$ cat src/rtl/flag_pkg.sv
package flag_pkg;
  localparam int REG_W  = 16;
  localparam int IMPL_W = 5;

  // bit positions inside the status word
  localparam int B_CARRY = 0;
  localparam int B_ZERO  = 1;
  localparam int B_COND  = 2;
  localparam int B_PMODE = 3;
  localparam int B_WPOL  = 4;

  localparam logic [IMPL_W-1:0] RST_VAL = 5'b11000;

  typedef struct packed {
    logic wpol;
    logic pmode;
    logic cond;
    logic zero;
    logic carry;
  } flags_t;
endpackage

$ cat src/rtl/flag_rst_sync.sv
module flag_rst_sync #(
  parameter int STAGES = 2
) (
  input  logic clk,
  input  logic rst_n,
  output logic rst_sync_n
);
  logic [STAGES-1:0] chain_q;
  logic [STAGES-1:0] chain_d;

  always_comb begin
    chain_d = {chain_q[STAGES-2:0], 1'b1};
  end

  always_ff @(posedge clk or negedge rst_n) begin
    if (!rst_n) chain_q <= '0;
    else        chain_q <= chain_d;
  end

  assign rst_sync_n = chain_q[STAGES-1];
endmodule

$ cat src/rtl/flag_bits.sv
module flag_bits
  import flag_pkg::*;
#(
  parameter int                W     = IMPL_W,
  parameter logic [W-1:0]      RVAL  = RST_VAL
) (
  input  logic         clk,
  input  logic         rst_n,
  input  logic [W-1:0] cmd_set,
  input  logic [W-1:0] cmd_clr,
  input  logic         wr_en,
  input  logic [W-1:0] wr_val,
  input  logic [W-1:0] hw_upd,
  input  logic [W-1:0] hw_val,
  output logic [W-1:0] q
);
  for (genvar i = 0; i < W; i++) begin : g_bit
    logic d;
    logic en;

    // priority: clear, set, word write, hardware update
    always_comb begin
      en = cmd_clr[i] | cmd_set[i] | wr_en | hw_upd[i];
      if (cmd_clr[i])      d = 1'b0;
      else if (cmd_set[i]) d = 1'b1;
      else if (wr_en)      d = wr_val[i];
      else                 d = hw_val[i];
    end

    always_ff @(posedge clk or negedge rst_n) begin
      if (!rst_n)  q[i] <= RVAL[i];
      else if (en) q[i] <= d;
    end
  end
endmodule

$ cat src/rtl/flag_wait_gate.sv
module flag_wait_gate (
  input  logic active,
  input  logic polled,
  input  logic polarity,
  output logic hold
);
  assign hold = active & (polled ^ polarity);
endmodule

$ cat src/rtl/flag_ptr_step.sv
module flag_ptr_step #(
  parameter int PW = 8
) (
  input  logic [PW-1:0] p_in,
  input  logic          upd,
  input  logic          up,
  output logic [PW-1:0] p_out
);
  localparam logic [PW-1:0] ONE = PW'(1);

  always_comb begin
    if (!upd)    p_out = p_in;
    else if (up) p_out = p_in + ONE;
    else         p_out = p_in - ONE;
  end
endmodule

$ cat src/rtl/cpu_flag_ctrl.sv
module cpu_flag_ctrl
  import flag_pkg::*;
#(
  parameter int PTR_W = 8
) (
  input  logic              clk,
  input  logic              rst_n,
  input  logic              sw_wr_en,
  input  logic [REG_W-1:0]  sw_wr_data,
  output logic [REG_W-1:0]  rd_data,
  input  logic [IMPL_W-1:0] bit_set,
  input  logic [IMPL_W-1:0] bit_clr,
  input  logic              alu_upd,
  input  logic              alu_zero,
  input  logic              alu_carry,
  input  logic              cmp_upd,
  input  logic              cmp_true,
  input  logic              wait_active,
  input  logic              poll_bit,
  output logic              stall,
  input  logic [PTR_W-1:0]  ptr_in,
  input  logic              ld_upd,
  output logic [PTR_W-1:0]  ptr_out
);
  localparam int RSV_W = REG_W - IMPL_W;

  logic        rst_sync_n;
  flags_t      flags;
  flags_t      hw_upd;
  flags_t      hw_val;
  logic        unused_wr_hi;

  assign unused_wr_hi = ^sw_wr_data[REG_W-1:IMPL_W];

  flag_rst_sync #(.STAGES(2)) u_rst (
    .clk        (clk),
    .rst_n      (rst_n),
    .rst_sync_n (rst_sync_n)
  );

  always_comb begin
    hw_upd       = '0;
    hw_val       = '0;
    hw_upd.carry = alu_upd;
    hw_val.carry = alu_carry;
    hw_upd.zero  = alu_upd;
    hw_val.zero  = alu_zero;
    hw_upd.cond  = cmp_upd;
    hw_val.cond  = cmp_true;
  end

  flag_bits #(.W(IMPL_W), .RVAL(RST_VAL)) u_bits (
    .clk     (clk),
    .rst_n   (rst_sync_n),
    .cmd_set (bit_set),
    .cmd_clr (bit_clr),
    .wr_en   (sw_wr_en),
    .wr_val  (sw_wr_data[IMPL_W-1:0]),
    .hw_upd  (hw_upd),
    .hw_val  (hw_val),
    .q       (flags)
  );

  assign rd_data = {{RSV_W{1'b0}}, flags};

  flag_wait_gate u_wait (
    .active   (wait_active),
    .polled   (poll_bit),
    .polarity (flags.wpol),
    .hold     (stall)
  );

  flag_ptr_step #(.PW(PTR_W)) u_ptr (
    .p_in  (ptr_in),
    .upd   (ld_upd),
    .up    (flags.pmode),
    .p_out (ptr_out)
  );
endmodule

$ cat config.mk
export PLATFORM = sky130hd
export DESIGN_NAME = cpu_flag_ctrl
export DESIGN_NICKNAME = d
export VERILOG_FILES = /design/src/rtl/flag_pkg.sv /design/src/rtl/flag_rst_sync.sv /design/src/rtl/flag_bits.sv /design/src/rtl/flag_wait_gate.sv /design/src/rtl/flag_ptr_step.sv /design/src/rtl/cpu_flag_ctrl.sv
export SDC_FILE = /design/constraint.sdc
export NUM_CORES = 1
export LEC_CHECK = 0
export ABC_AREA = 1
export BUFFER_PORTS_ARGS = -buffer_cell sky130_fd_sc_hd__buf_4
export CAP_MARGIN = 20
export CORE_ASPECT_RATIO = 0.75
export CORE_MARGIN = 10
export CORE_UTILIZATION = 35
export CTS_BUF_LIST = sky130_fd_sc_hd__clkbuf_8
export CTS_CLUSTER_SIZE = 12
export DETAILED_ROUTE_END_ITERATION = 16
export PLACE_DENSITY = 0.87
export SLEW_MARGIN = 20
export SYNTH_ARGS = -nofsm -noshare
export SYNTH_HDL_FRONTEND = slang
export SYNTH_SLANG_ARGS = --single-unit
$ cat constraint.sdc
create_clock -name clk -period 3.85 [get_ports clk]
set_clock_uncertainty 0.1 [all_clocks]
set_input_delay 0.5775 -clock clk [delete_from_list [all_inputs] [get_ports clk]]
set_output_delay 0.5775 -clock clk [all_outputs]
set_load 0.02 [all_outputs]
==> Word level (Yosys, flattened, before mapping) <==
Index checks and enable logic that the tools add are counted.
{ "word_totals": {"ff_bits": 7, "latch_bits": 0, "mem_bits_rw": 0, "mem_bits_ro": 0, "in_bits": 45, "n_memories": 0} }
{ "op_classes": {"addsub": 2, "n_mul": 0, "div": 0, "magnitude_cmp": 0, "eq_ne": 0, "shifts": 0, "muxes": 17, "n_bitwise": 15, "reduce_logical": 0} }
{ "op_table": {"columns": ["op", "count"], "rows": [
  ["$mux 8", 2],
  ["$mux 1", 15],
  ["$or 1x1->1", 13],
  ["$add 8x1->8 const B", 1],
  ["$sub 8x1->8 const B", 1],
  ["$and 1x1->1", 1],
  ["$xor 1x1->1", 1]
]} }

==> Depth between registers and ports, before layout <==
Gate-level depths: netlist of run 1.
{ "depth": {"ltp_word": 3, "mapped_depth": 9} }

==> Cells and area by module <==
Synthesis of run 1 repeated with hierarchy kept, for this count alone.
{ "unflattened": {"hier_cells": 143, "hier_area_um2": 903.4} }
{ "modules_own_cells": {"columns": ["mod", "n_inst", "cells_each", "area_each_um2"], "rows": [
  ["flag_ptr_step", 1, 78, 429.2],
  ["flag_bits", 1, 46, 319.1],
  ["cpu_flag_ctrl", 1, 12, 86.3],
  ["flag_rst_sync", 1, 3, 53.8],
  ["flag_wait_gate", 1, 4, 15.0]
]} }

==> Worst setup path before layout of run 1 <==
OpenSTA, ideal clock, no wires.
{ "synth_timing": {"path_kind": "reg2out", "start": "reg u_bits.q[3]", "end": "out ptr_out[2]", "arrival_time_ns": 1.662, "t_required_ns": 3.172, "path_slack_ns": 1.510, "path_stages_with_launch": 5, "path_buffers": 0, "cell_sequence": "dfstp_2 -> inv_1 -> fa_1 -> xnor2_1 -> o21ai_0"} }
{ "synth_via": {"elab_chain_len": 2} }
{ "synth_lines": {"columns": ["item", "line_no", "text"], "rows": [
  ["from (decl)", "flag_bits.sv:15", "output logic [W-1:0] q"],
  ["from (signal, indexed assignment)", "flag_bits.sv:31", "if (!rst_n) q[i] <= RVAL[i];"],
  ["$mux 8", "flag_ptr_step.sv:13", "else if (up) p_out = p_in + ONE;"],
  ["$mux 8", "flag_ptr_step.sv:12", "if (!upd) p_out = p_in;"],
  ["to (decl)", "cpu_flag_ctrl.sv:23", "output logic [PTR_W-1:0] ptr_out"]
]} }
Every way passes these cells.

==> Worst setup path after layout of run 1 <==
{ "layout_timing": {"start": "reg u_bits.q[3]", "end": "out ptr_out[5]"} }
Same word-level chain as after synthesis.

==> results of run 1 <==
## path summary, 6_finish.rpt
path | startpoint | end | slack [ns] | depth (start not counted)
setup / recovery | u_bits.q[3]$_DFFE_PN1P_ | ptr_out[5] | 1.08 | 10
max in group asynchronous | u_rst.chain_q[1]$_DFF_PN0_ | u_bits.q[1]$_DFFE_PN0P_ | 2.94 | 1
min in group clk | u_rst.chain_q[0]$_DFF_PN0_ | u_rst.chain_q[1]$_DFF_PN0_ | 0.25 | 0
setup reg to reg | u_rst.chain_q[1]$_DFF_PN0_ | u_bits.q[1]$_DFFE_PN0P_ | 2.94 | 1
hold reg to reg | u_rst.chain_q[1]$_DFF_PN0_ | u_bits.q[4]$_DFFE_PN1P_ | 0.12 | 0
hold / removal | rst_n | u_rst.chain_q[0]$_DFF_PN0_ | 0.03 | 1
## layout make-up
cell class | count | area [µm²] | area share (%)
clock buffers | 3 | 41.3 | 3.59
clock inverters | 1 | 3.75 | 0.327
inverters | 14 | 52.6 | 4.58
multi-input cells | 93 | 480 | 41.8
flip-flops and latches | 7 | 178 | 15.5
well taps | 24 | 30.0 | 2.61
repair buffers | 48 | 363 | 31.6
## sequential cells by signal, indices dropped and copies added (netlist names)
name,cells
u_rst.chain_q,2
u_bits.q,5
## layer usage
metal / share of wire [%] / GRT usage [%] / up-vias
met5: 0 / 0 / -
met4: 0 / 4.95 / 0
met3: 11 / 5.06 / 0
met2: 54 / 20.2 / 33
met1: 35 / 9.07 / 391
li1: - / - / 445
## kinds of logic after synthesis
logic type                 count (synthesis)
AOI/OAI and AO/OA                         22
xor gates and xnor gates                   5
adders and majority gates                  7
buffers and inverters                     28
DFF                                        7
other                                      2
and+or+nand+nor                           47
## repair_timing
action	CTS	global route
endpoints found under the setup margin	0	0
hold buffers	1	0
gates resized for setup	0	0
endpoints found under the hold margin	3	0
## per-stage QoR
step                      setup WS [ns]  hold WS, ns  total power, mW  cell area, µm²
final                              1.08       0.0318            0.346            1150
after global routing              0.909       0.0174            0.373            1150
after CTS                          1.10       0.0266            0.349            1150
after detailed placement           1.34      -0.0220            0.247            1090
after global placement             1.41      -0.0301            0.240            1090
after floorplan                    1.51      -0.0476            0.189             813
## power breakdown
| part | switching (mW) | internal [mW] |
|---|---|---|
| sequential | 0.00358 | 0.0801 |
| combinational | 0.0920 | 0.0722 |
| clock | 0.0295 | 0.0687 |
| total | 0.125 | 0.221 |
## cells in the final DEF (no fill, tap or decap)
cell type / Yosys / final
clkbuf_8: 0 / 3
dfstp_2: 2 / 2
nand2_1: 32 / 32
dfrtp_1: 5 / 5
xor2_1: 2 / 2
a21oi_1: 15 / 15
nand3_1: 8 / 8
nor2_1: 7 / 7
dlygate4sd3_1: 0 / 1
fa_1: 1 / 1
buf_4: 13 / 47
ha_1: 6 / 6
xnor2_1: 3 / 3
inv_2: 1 / 1
inv_1: 13 / 14
o21ai_1: 2 / 2
conb_1: 2 / 12
o21ai_0: 5 / 5
## critical path, cell delays in order (launching register included)
cell	delay (ns)
dfstp_2	0.55
inv_1	0.15
ha_1	0.38
a21oi_1	0.17
nand2_1	0.13
nand2_1	0.10
nand2_1	0.06
nand2_1	0.06
nand3_1	0.07
nand2_1	0.07
buf_4	0.14
==> results.md, run 1 <==
* Worst min path class: in -> async
* Routed Wire Length at 2.52 mm
* Peak Freq at 362 MHz
* Hold Violations, Final at 0
* Power Density at 301 nW/µm²
* Synthesized area at 776 µm²
* Seq/Total Area, Yosys at 22.9%
* Synth unique cells at 17
* Placer Congestion at 0.813
* Initial DRC Count at 32
* Largest family of logic cells by synthesized area: simple AND/OR/NAND/NOR gates
* Congestion Overflow GR at 0
* Routed Antenna Nets at 0
* RSZ-0062 raised after global routing: no
* Most frequent cell after synthesis: nand2_1
* Initial antenna violation count at 0
* Sink Count at 7
* Fin. max-slew vios at 0
* GR Util All Layers at 10.5%
* Crit Path Category: reg -> out
* Fraction of the mapped netlist area in adder cells at 12.3%
* Max_cap viols at 0
* Core area at 2050 µm²
* Post-route clock period utilization at 71.8%
* Synth Area per Inst at 6.57 µm²
* EDFF count, synth at 0
* Synth cell count leaders: 32 x nand2_1, 15 x a21oi_1, 13 x buf_4, 13 x inv_1, 8 x nand3_1
* First-pass GRT wire length at 3.90 mm
* Placed cell count at 185
* Cell taking the most area after synthesis: dfrtp_1
* Ports at 70
* Compound-Gate Fraction of Synth Area at 14.2%
* Simple-Gate Fraction of Synth Area at 24.0%
* Mapped Cells at 118
* Post-synth top area share at 16.1%
* Clock Path Buffers at 2
* Initial Utilization at 37.9%
* I/O Buffers at 47
* Crit-path max FO at 7
* CTS tree: built
* Via count at 869
* Fin nets at 219
* Share of flip-flops with an asynchronous set or reset at 100%
* Clock Latency Late Sink at 0.22 ns
* Startpoint Class: flip-flop
* Fillers at 215
* Post-DR wirelength/cell at 13.2 µm
* Antenna cells at 0
* Row Count at 14
* Final Instance Count excl. Fillers at 190
* Die W at 74.4 µm
* Setup tns final at 0 ns
* #FFs+latches synth at 7
* Largest net degree at the start of global routing at 11
* CP Data Arrival Time at 2.09 ns
* XOR/XNOR share of the synthesized area at 5.65%
* Post-DP HPWL at 2.21 mm
* Die Ht at 60.8 µm
* Worst Setup End Kind: output port
* Total CTS buffers at 3
* Total leakage power at 0.665 nW
* Outcome: finished clean
* Main synth FF type: dfrtp_1
* Vias in the first global route at 959
* Share of cells above drive strength 1 at 31.9%
* Final core utilization at 56.0%
* Synth warnings at 0
* Maximum vdd ir drop at 0.199 mV
* Clk pin slew, worst setup/hold paths at 0.04 ns
* Htree depth at 1
* Via density at 4.57
* Final setup violation count at 0
* Min cycle time layout at 2.77 ns
* Top post-synthesis cells by area: dfrtp_1 16%, nand2_1 15%, buf_4 13%
* CP Data Required Time at 3.17 ns
* Post-CTS setup buffer count at 0
* CTS root buffer: clkbuf_8
* Multiplexer share of the synthesized area at 0%
* P&R area growth vs syn at 48.1%
* First-pass iteration count of the detailed router at 4
* DR DRC count at 0
* Die area at 4520 µm²
Note: power is estimated with default switching activity, not from simulation.
==> run 2, diff against run 1 <==
--- a/config.mk
+++ b/config.mk
@@ -5,7 +5,7 @@
 export SDC_FILE = /design/constraint.sdc
 export NUM_CORES = 1
 export LEC_CHECK = 0
-export ABC_AREA = 1
+export ABC_AREA = 0
 export BUFFER_PORTS_ARGS = -buffer_cell sky130_fd_sc_hd__buf_4
 export CAP_MARGIN = 20
 export CORE_ASPECT_RATIO = 0.75
@@ -14,7 +14,7 @@
 export CTS_BUF_LIST = sky130_fd_sc_hd__clkbuf_8
 export CTS_CLUSTER_SIZE = 12
 export DETAILED_ROUTE_END_ITERATION = 16
-export PLACE_DENSITY = 0.87
+export PLACE_DENSITY = 0.88
 export SLEW_MARGIN = 20
 export SYNTH_ARGS = -nofsm -noshare
 export SYNTH_HDL_FRONTEND = slang
==> constraint.sdc (replaced) <==
create_clock -name clk -period 2.4 [get_ports clk]
set_clock_uncertainty 0.1 [all_clocks]
set_input_delay 0.36 -clock clk [delete_from_list [all_inputs] [get_ports clk]]
set_output_delay 0.36 -clock clk [all_outputs]
set_load 0.02 [all_outputs]
==> run 2 against run 1 <==
Effect of this change:
- the run now ends with negative setup slack left
- cell count decreased by 0.53%
- core utilization increased by 8.7 points
- global-route usage about the same
- sequential cell count unchanged
- cell area increased by 28%
- first-iteration DRC count decreased by 6.3%
- die area increased by 4.6%
- via count increased by 2.2%
- area after synthesis increased by 6.6%
- critical endpoint is now ptr_out[7]
- largest power group unchanged
==> results.md, run 2 <==
* Outcome: complete, but fails checks
* Failing checks: negative setup slack
* Initial antenna violation count at 0
* Maximum vdd ir drop at 0.317 mV
* Dpl cell area at 1240 µm²
* Post-DP HPWL at 2.24 mm
* Startpoint Class: flip-flop
* First-pass iteration count of the detailed router at 4
* Synth warnings at 0
* Total leakage power at 0.716 nW
* Max_cap viols at 0
* Htree depth at 1
* RSZ-0062 raised after global routing: yes
* Clock Path Buffers at 2
* I/O Buffers at 47
* Synth unique cells at 33
* Initial Utilization at 36.4%
* Vias in the first global route at 930
* Max-Slew Margin vs Limit at 59.3%
* Most frequent cells in the layout: 57 x buf_4, 12 x conb_1, 7 x inv_1
* Via count at 888
* CP Data Required Time at 1.94 ns
* Final core utilization at 64.7%
* Core area at 2270 µm²
* Hold Violations, Final at 0
* Via density at 4.70
* Hold WS at 0.120 ns
* Tot Pwr at 0.689 mW
* Ports at 70
* Synthesized area at 827 µm²
* Placer Congestion at 0.749
* CP Data Arrival Time at 2.23 ns
* Worst min path class: reg -> async
* Routed Antenna Nets at 0
* Multiplexer share of the synthesized area at 15.0%
* P&R area growth vs syn at 77.8%
* Crit-path slowest cell: dfstp_2
* Row Count at 15
* Total CTS buffers at 3
* #FFs+latches synth at 7
* Fin nets at 208
* Clk pin slew, worst setup/hold paths at 0.04 ns
* Power Density at 469 nW/µm²
* Fraction of the mapped netlist area in adder cells at 11.5%
* EDFF count, synth at 0
* Multi-input logic area at 706 µm²
* Synth Area per Inst at 8.71 µm²
* Die area at 4730 µm²
* Fin. max-slew vios at 0
* Slowest stage delay, CP at 0.54 ns
* Worst slew pin tran at 0.603 ns
* Post-synth top area share at 15.1%
* Post-route setup slack at -0.289 ns
* Most frequent cell after synthesis: buf_4
* Most flops, register: u_bits.q
* Clock Latency Late Sink at 0.22 ns
* CTS tree: built
* Cell taking the most area after synthesis: dfrtp_1
* Main synth FF type: dfrtp_1
* Min cycle time layout at 2.69 ns
* Post-DR wirelength/cell at 14.8 µm
* Congestion Overflow GR at 0
* Mapped Cells at 95
* Top post-synthesis cells by area: dfrtp_1 15%, buf_4 12%, mux2_2 9.5%
* Setup tns final at -0.989 ns
* Final setup violation count at 5
* Die Ht at 62.1 µm
* Crit Path Category: reg -> out
* Synth cell count leaders: 13 x buf_4, 8 x a21oi_1, 7 x inv_1, 7 x mux2_2
* Worst path cell trace: inv_4, ha_4, a211oi_4, nor2_4, a31oi_4, mux2_4, o22ai_4, buf_6
* Compound-Gate Fraction of Synth Area at 18.8%
* Peak Freq at 372 MHz
* Initial DRC Count at 30
* Largest family of logic cells by synthesized area: compound AO/OA/AOI/OAI gates
* DR DRC count at 0
* FF/Latch Area at 178 µm²
* Worst Setup End Kind: output port
* GR Util All Layers at 10.5%
* Post-route cell area at 1470 µm²
* Commonest non-fill, non-tap cell in the layout: buf_4
* XOR/XNOR share of the synthesized area at 7.41%
* Post-route clock period utilization at 112%
* Share of flip-flops with an asynchronous set or reset at 100%
* Routed Wire Length at 2.80 mm
* Seq/Total Area, Yosys at 21.5%
* Simple-Gate Fraction of Synth Area at 9.08%
* CTS root buffer: clkbuf_8
* Crit-path max FO at 8
* Max FFs per register at 5
* First-pass GRT wire length at 4.25 mm
* Sink Count at 7
* Share of cells above drive strength 1 at 60.6%
* Largest net degree at the start of global routing at 13
* Die W at 76.1 µm
* Largest regs: u_bits.q: 5 flops, u_rst.chain_q: 2 flops
* Fillers at 179
* Antenna cells at 0
[run 2: changes by cell type after synthesis, sizes merged, moves of 2 or more]
cell	before	now
clkbuf	0	2
and3	0	2
a21o	0	2
inv	14	7
a211oi	0	4
a21oi	15	8
nand3	8	1
nand2	32	3
mux2i	0	3
o21ai	7	4
mux2	0	8
[run 2: critical path, delay by kind of cell (launching register included)]
family / cells / cell delay, ns
AO/OA/AOI/OAI: 3 / 0.61
flip-flops: 1 / 0.54
multiplexers: 1 / 0.33
adder cells (fa/ha/maj): 1 / 0.23
buffers and inverters: 2 / 0.22
AND/OR/NAND/NOR: 1 / 0.08
[run 2: layout make-up]
cell class	instances	share of cell area, %
Tap cell	34	2.89
Multi-Input combinational cell	76	48.0
Sequential cell	7	12.1
Timing Repair Buffer	61	32.0
Inverter	7	1.96
Clock buffer	3	2.81
Clock inverter	1	0.255
[run 2: cells by family (layout without fill, tap and decap cells)]
kind of cell / after synthesis / in the layout
AOI/OAI and AO/OA: 23 / 23
DFF: 7 / 7
other: 2 / 12
buffers and inverters: 22 / 72
and+or+nand+nor: 16 / 16
muxes: 11 / 11
xor gates and xnor gates: 7 / 7
adders and majority gates: 7 / 7
[run 2: path summary, 6_finish.rpt]
| kind | endpoint | cells after the start | startpoint | slack (ns) |
|---|---|---|---|---|
| worst max-delay path | ptr_out[7] | 8 | u_bits.q[3]$_DFFE_PN1P_ | -0.29 |
| worst min-delay path | u_bits.q[4]$_DFFE_PN1P_ | 0 | u_rst.chain_q[1]$_DFF_PN0_ | 0.12 |
| worst max register to register | u_bits.q[3]$_DFFE_PN1P_ | 5 | u_bits.q[3]$_DFFE_PN1P_ | 1.25 |
| worst min register to register | u_bits.q[4]$_DFFE_PN1P_ | 0 | u_rst.chain_q[1]$_DFF_PN0_ | 0.12 |
| max in group asynchronous | u_bits.q[0]$_DFFE_PN0P_ | 1 | u_rst.chain_q[1]$_DFF_PN0_ | 1.48 |
| min in group clk | u_bits.q[3]$_DFFE_PN1P_ | 2 | bit_clr[3] | 0.15 |
[run 2: timing repair]
action                                 4_1_cts  5_1_grt
pin swaps                                    5        5
hold buffers                                 2        0
resized for setup                           14       14
setup endpoints to repair                    5        5
endpoints found under the hold margin        5        0
setup buffers                                1        1
[run 2: where the power goes]
group | switching (mW) | internal, mW | total (mW)
logic | 0.194 | 0.206 | 0.399
clock network | 0.0462 | 0.110 | 0.156
registers | 0.00512 | 0.128 | 0.134
total | 0.245 | 0.444 | 0.689
[run 2: stage by stage]
step / setup WS [ns] / std cells
2_1_floorplan: 0.0207 / 105
3_3_place_gp: -0.0903 / 181
3_5_place_dp: -0.203 / 181
4_1_cts: -0.326 / 188
5_1_grt: -0.361 / 189
6_report: -0.289 / 189
[run 2: layer usage]
metal	vias up	GRT usage, %	wire (µm)
met5	-	0	0
met4	0	2.78	52
met3	6	4.89	291
met2	51	20.3	1390
met1	407	9.60	1060
li1	424	-	-
==> run 3, diff against run 2 <==
--- a/config.mk
+++ b/config.mk
@@ -9,7 +9,7 @@
 export BUFFER_PORTS_ARGS = -buffer_cell sky130_fd_sc_hd__buf_4
 export CAP_MARGIN = 20
 export CORE_ASPECT_RATIO = 0.75
-export CORE_MARGIN = 10
+export CORE_MARGIN = 8
 export CORE_UTILIZATION = 35
 export CTS_BUF_LIST = sky130_fd_sc_hd__clkbuf_8
 export CTS_CLUSTER_SIZE = 12
==> run 3 against run 2 <==
Effect of this change:
- the run still ends with negative setup slack left
- cell count down 0.53%
- wire length up 3.9%
- cell area down 2.8%
- critical endpoint is now ptr_out[5]
- largest cell class unchanged
- highest routed layer unchanged
==> results.md, run 3 (synthesis results as in run 2) <==
* CP Data Arrival Time at 2.21 ns
* Die area at 4190 µm²
* Switch share at 35.9%
* Congestion Overflow GR at 0
* Die Ht at 58.1 µm
* Min cycle time layout at 2.67 ns
* I/O Buffers at 47
* Post-route setup slack at -0.270 ns
* Reg2reg start: u_bits.q[3]$_DFFE_PN1P_
* CTS tree: built
* Setup tns final at -0.815 ns
* Share of cells above drive strength 1 at 59.1%
* Crit path from: u_bits.q[3]$_DFFE_PN1P_
* Row Count at 15
* Fin nets at 207
* Post-route clock period utilization at 111%
* Post-DR wirelength/cell at 15.5 µm
* Max FFs per register at 5
* Post-DP HPWL at 2.22 mm
* Clk pwr share at 23.4%
* Failing checks: negative setup slack
* GR Util All Layers at 13.0%
* Routed Wire Length at 2.91 mm
* DR DRC count at 0
* Outcome: complete, but fails checks
* Sink Count at 7
* Crit Path Category: reg -> out
* Final setup violation count at 5
* Largest net degree at the start of global routing at 13
* Pint at 0.433 mW
* Hold WS at 0.121 ns
* Maximum vdd ir drop at 0.405 mV
* Clk pin slew, worst setup/hold paths at 0.04 ns
* Total leakage power at 0.697 nW
* Clock Path Buffers at 2
* Vias in the first global route at 1,002
* P&R area growth vs syn at 72.8%
* Clock Latency Late Sink at 0.22 ns
* Via density at 4.86
* Most frequent cells in the layout: 57 x buf_4, 12 x conb_1, 7 x mux2_2, 7 x inv_1
* Antenna cells at 0
* Worst min path class: reg -> async
* CTS root buffer: clkbuf_8
* Power Density at 473 nW/µm²
* Initial antenna violation count at 0
* Pre-CTS WS at -0.154 ns
* Ports at 70
* Worst Setup End Kind: output port
* CP Data Required Time at 1.94 ns
* Final core utilization at 62.9%
* Routed Antenna Nets at 0
* Comb pwr share at 56.8%
* First-pass GRT wire length at 4.42 mm
* First-pass iteration count of the detailed router at 4
* Initial Utilization at 36.4%
* Placer Congestion at 0.896
* Peak Freq at 375 MHz
* Via count at 913
* Switching pwr at 0.243 mW
* Flop pwr share at 19.8%
* Largest regs: u_bits.q: 5 flops, u_rst.chain_q: 2 flops
* Initial DRC Count at 37
* Startpoint Class: flip-flop
* Core area at 2270 µm²
* Die W at 72.1 µm
* Crit-path max FO at 8
* Fin. max-slew vios at 0
* Most flops, register: u_bits.q
* Htree depth at 1
* Max_cap viols at 0
* Commonest non-fill, non-tap cell in the layout: buf_4
* RSZ-0062 raised after global routing: yes
* Total CTS buffers at 3
* Hold Violations, Final at 0
-- run 3: path summary, 6_finish.rpt --
| check | end | slack, ns | cells past startpoint |
|---|---|---|---|
| max | ptr_out[5] | -0.27 | 9 |
| min | u_bits.q[3]$_DFFE_PN1P_ | 0.12 | 0 |
| max reg2reg | u_bits.q[3]$_DFFE_PN1P_ | 1.23 | 5 |
| min reg2reg | u_bits.q[3]$_DFFE_PN1P_ | 0.12 | 0 |
| max in group asynchronous | u_bits.q[1]$_DFFE_PN0P_ | 1.46 | 1 |
| min in group clk | u_bits.q[3]$_DFFE_PN1P_ | 0.15 | 2 |
-- run 3: repair_timing --
item / CTS / global route
pin swaps: 4 / 3
buffers inserted: 1 / 0
gates resized for setup: 10 / 13
hold buffers: 2 / 0
endpoints found under the hold margin: 5 / 0
setup endpoints to repair: 5 / 6
-- run 3: routing by layer --
metal / share of wire [%] / wire [µm] / track usage [%] / vias to the layer above
met5: 0 / 0 / 0 / -
met4: 1.8 / 52 / 3.48 / 0
met3: 7.5 / 219 / 2.93 / 6
met2: 54 / 1580 / 26.3 / 54
met1: 36 / 1060 / 12.7 / 430
li1: - / - / - / 423
-- run 3: power by group through the flow --
stage,clock (mW),sequential [mW],combinational [mW]
2_1_floorplan,0,0.140,0.193
3_3_place_gp,0,0.135,0.307
3_5_place_dp,0,0.136,0.321
4_1_cts,0.162,0.134,0.351
5_1_grt,0.172,0.135,0.409
6_report,0.158,0.134,0.384
-- run 3: per-stage QoR --
stage          std cells  instance area (µm²)  power (mW)
2_1_floorplan        105                  872       0.333
3_3_place_gp         181                 1240       0.442
3_5_place_dp         181                 1240       0.457
4_1_cts              188                 1370       0.648
5_1_grt              188                 1430       0.717
6_report             188                 1430       0.676
-- run 3: worst max-delay path, stage by stage (launching register included) --
cell and delay (ns):
dfstp_2 0.54, inv_4 0.08, ha_4 0.24, a211oi_4 0.23, buf_4 0.14, o21ai_1 0.09
a21oi_2 0.17, xnor2_1 0.08, mux2_2 0.26, buf_4 0.16
-- run 3: cell type report --
class	instances	area, µm²
clock buffers	3	41.3
clock inverters	1	3.75
fillers	180	842
inverters	7	28.8
multi-input cells	76	676
flip-flops and latches	7	178
well taps	34	42.5
repair buffers	60	459
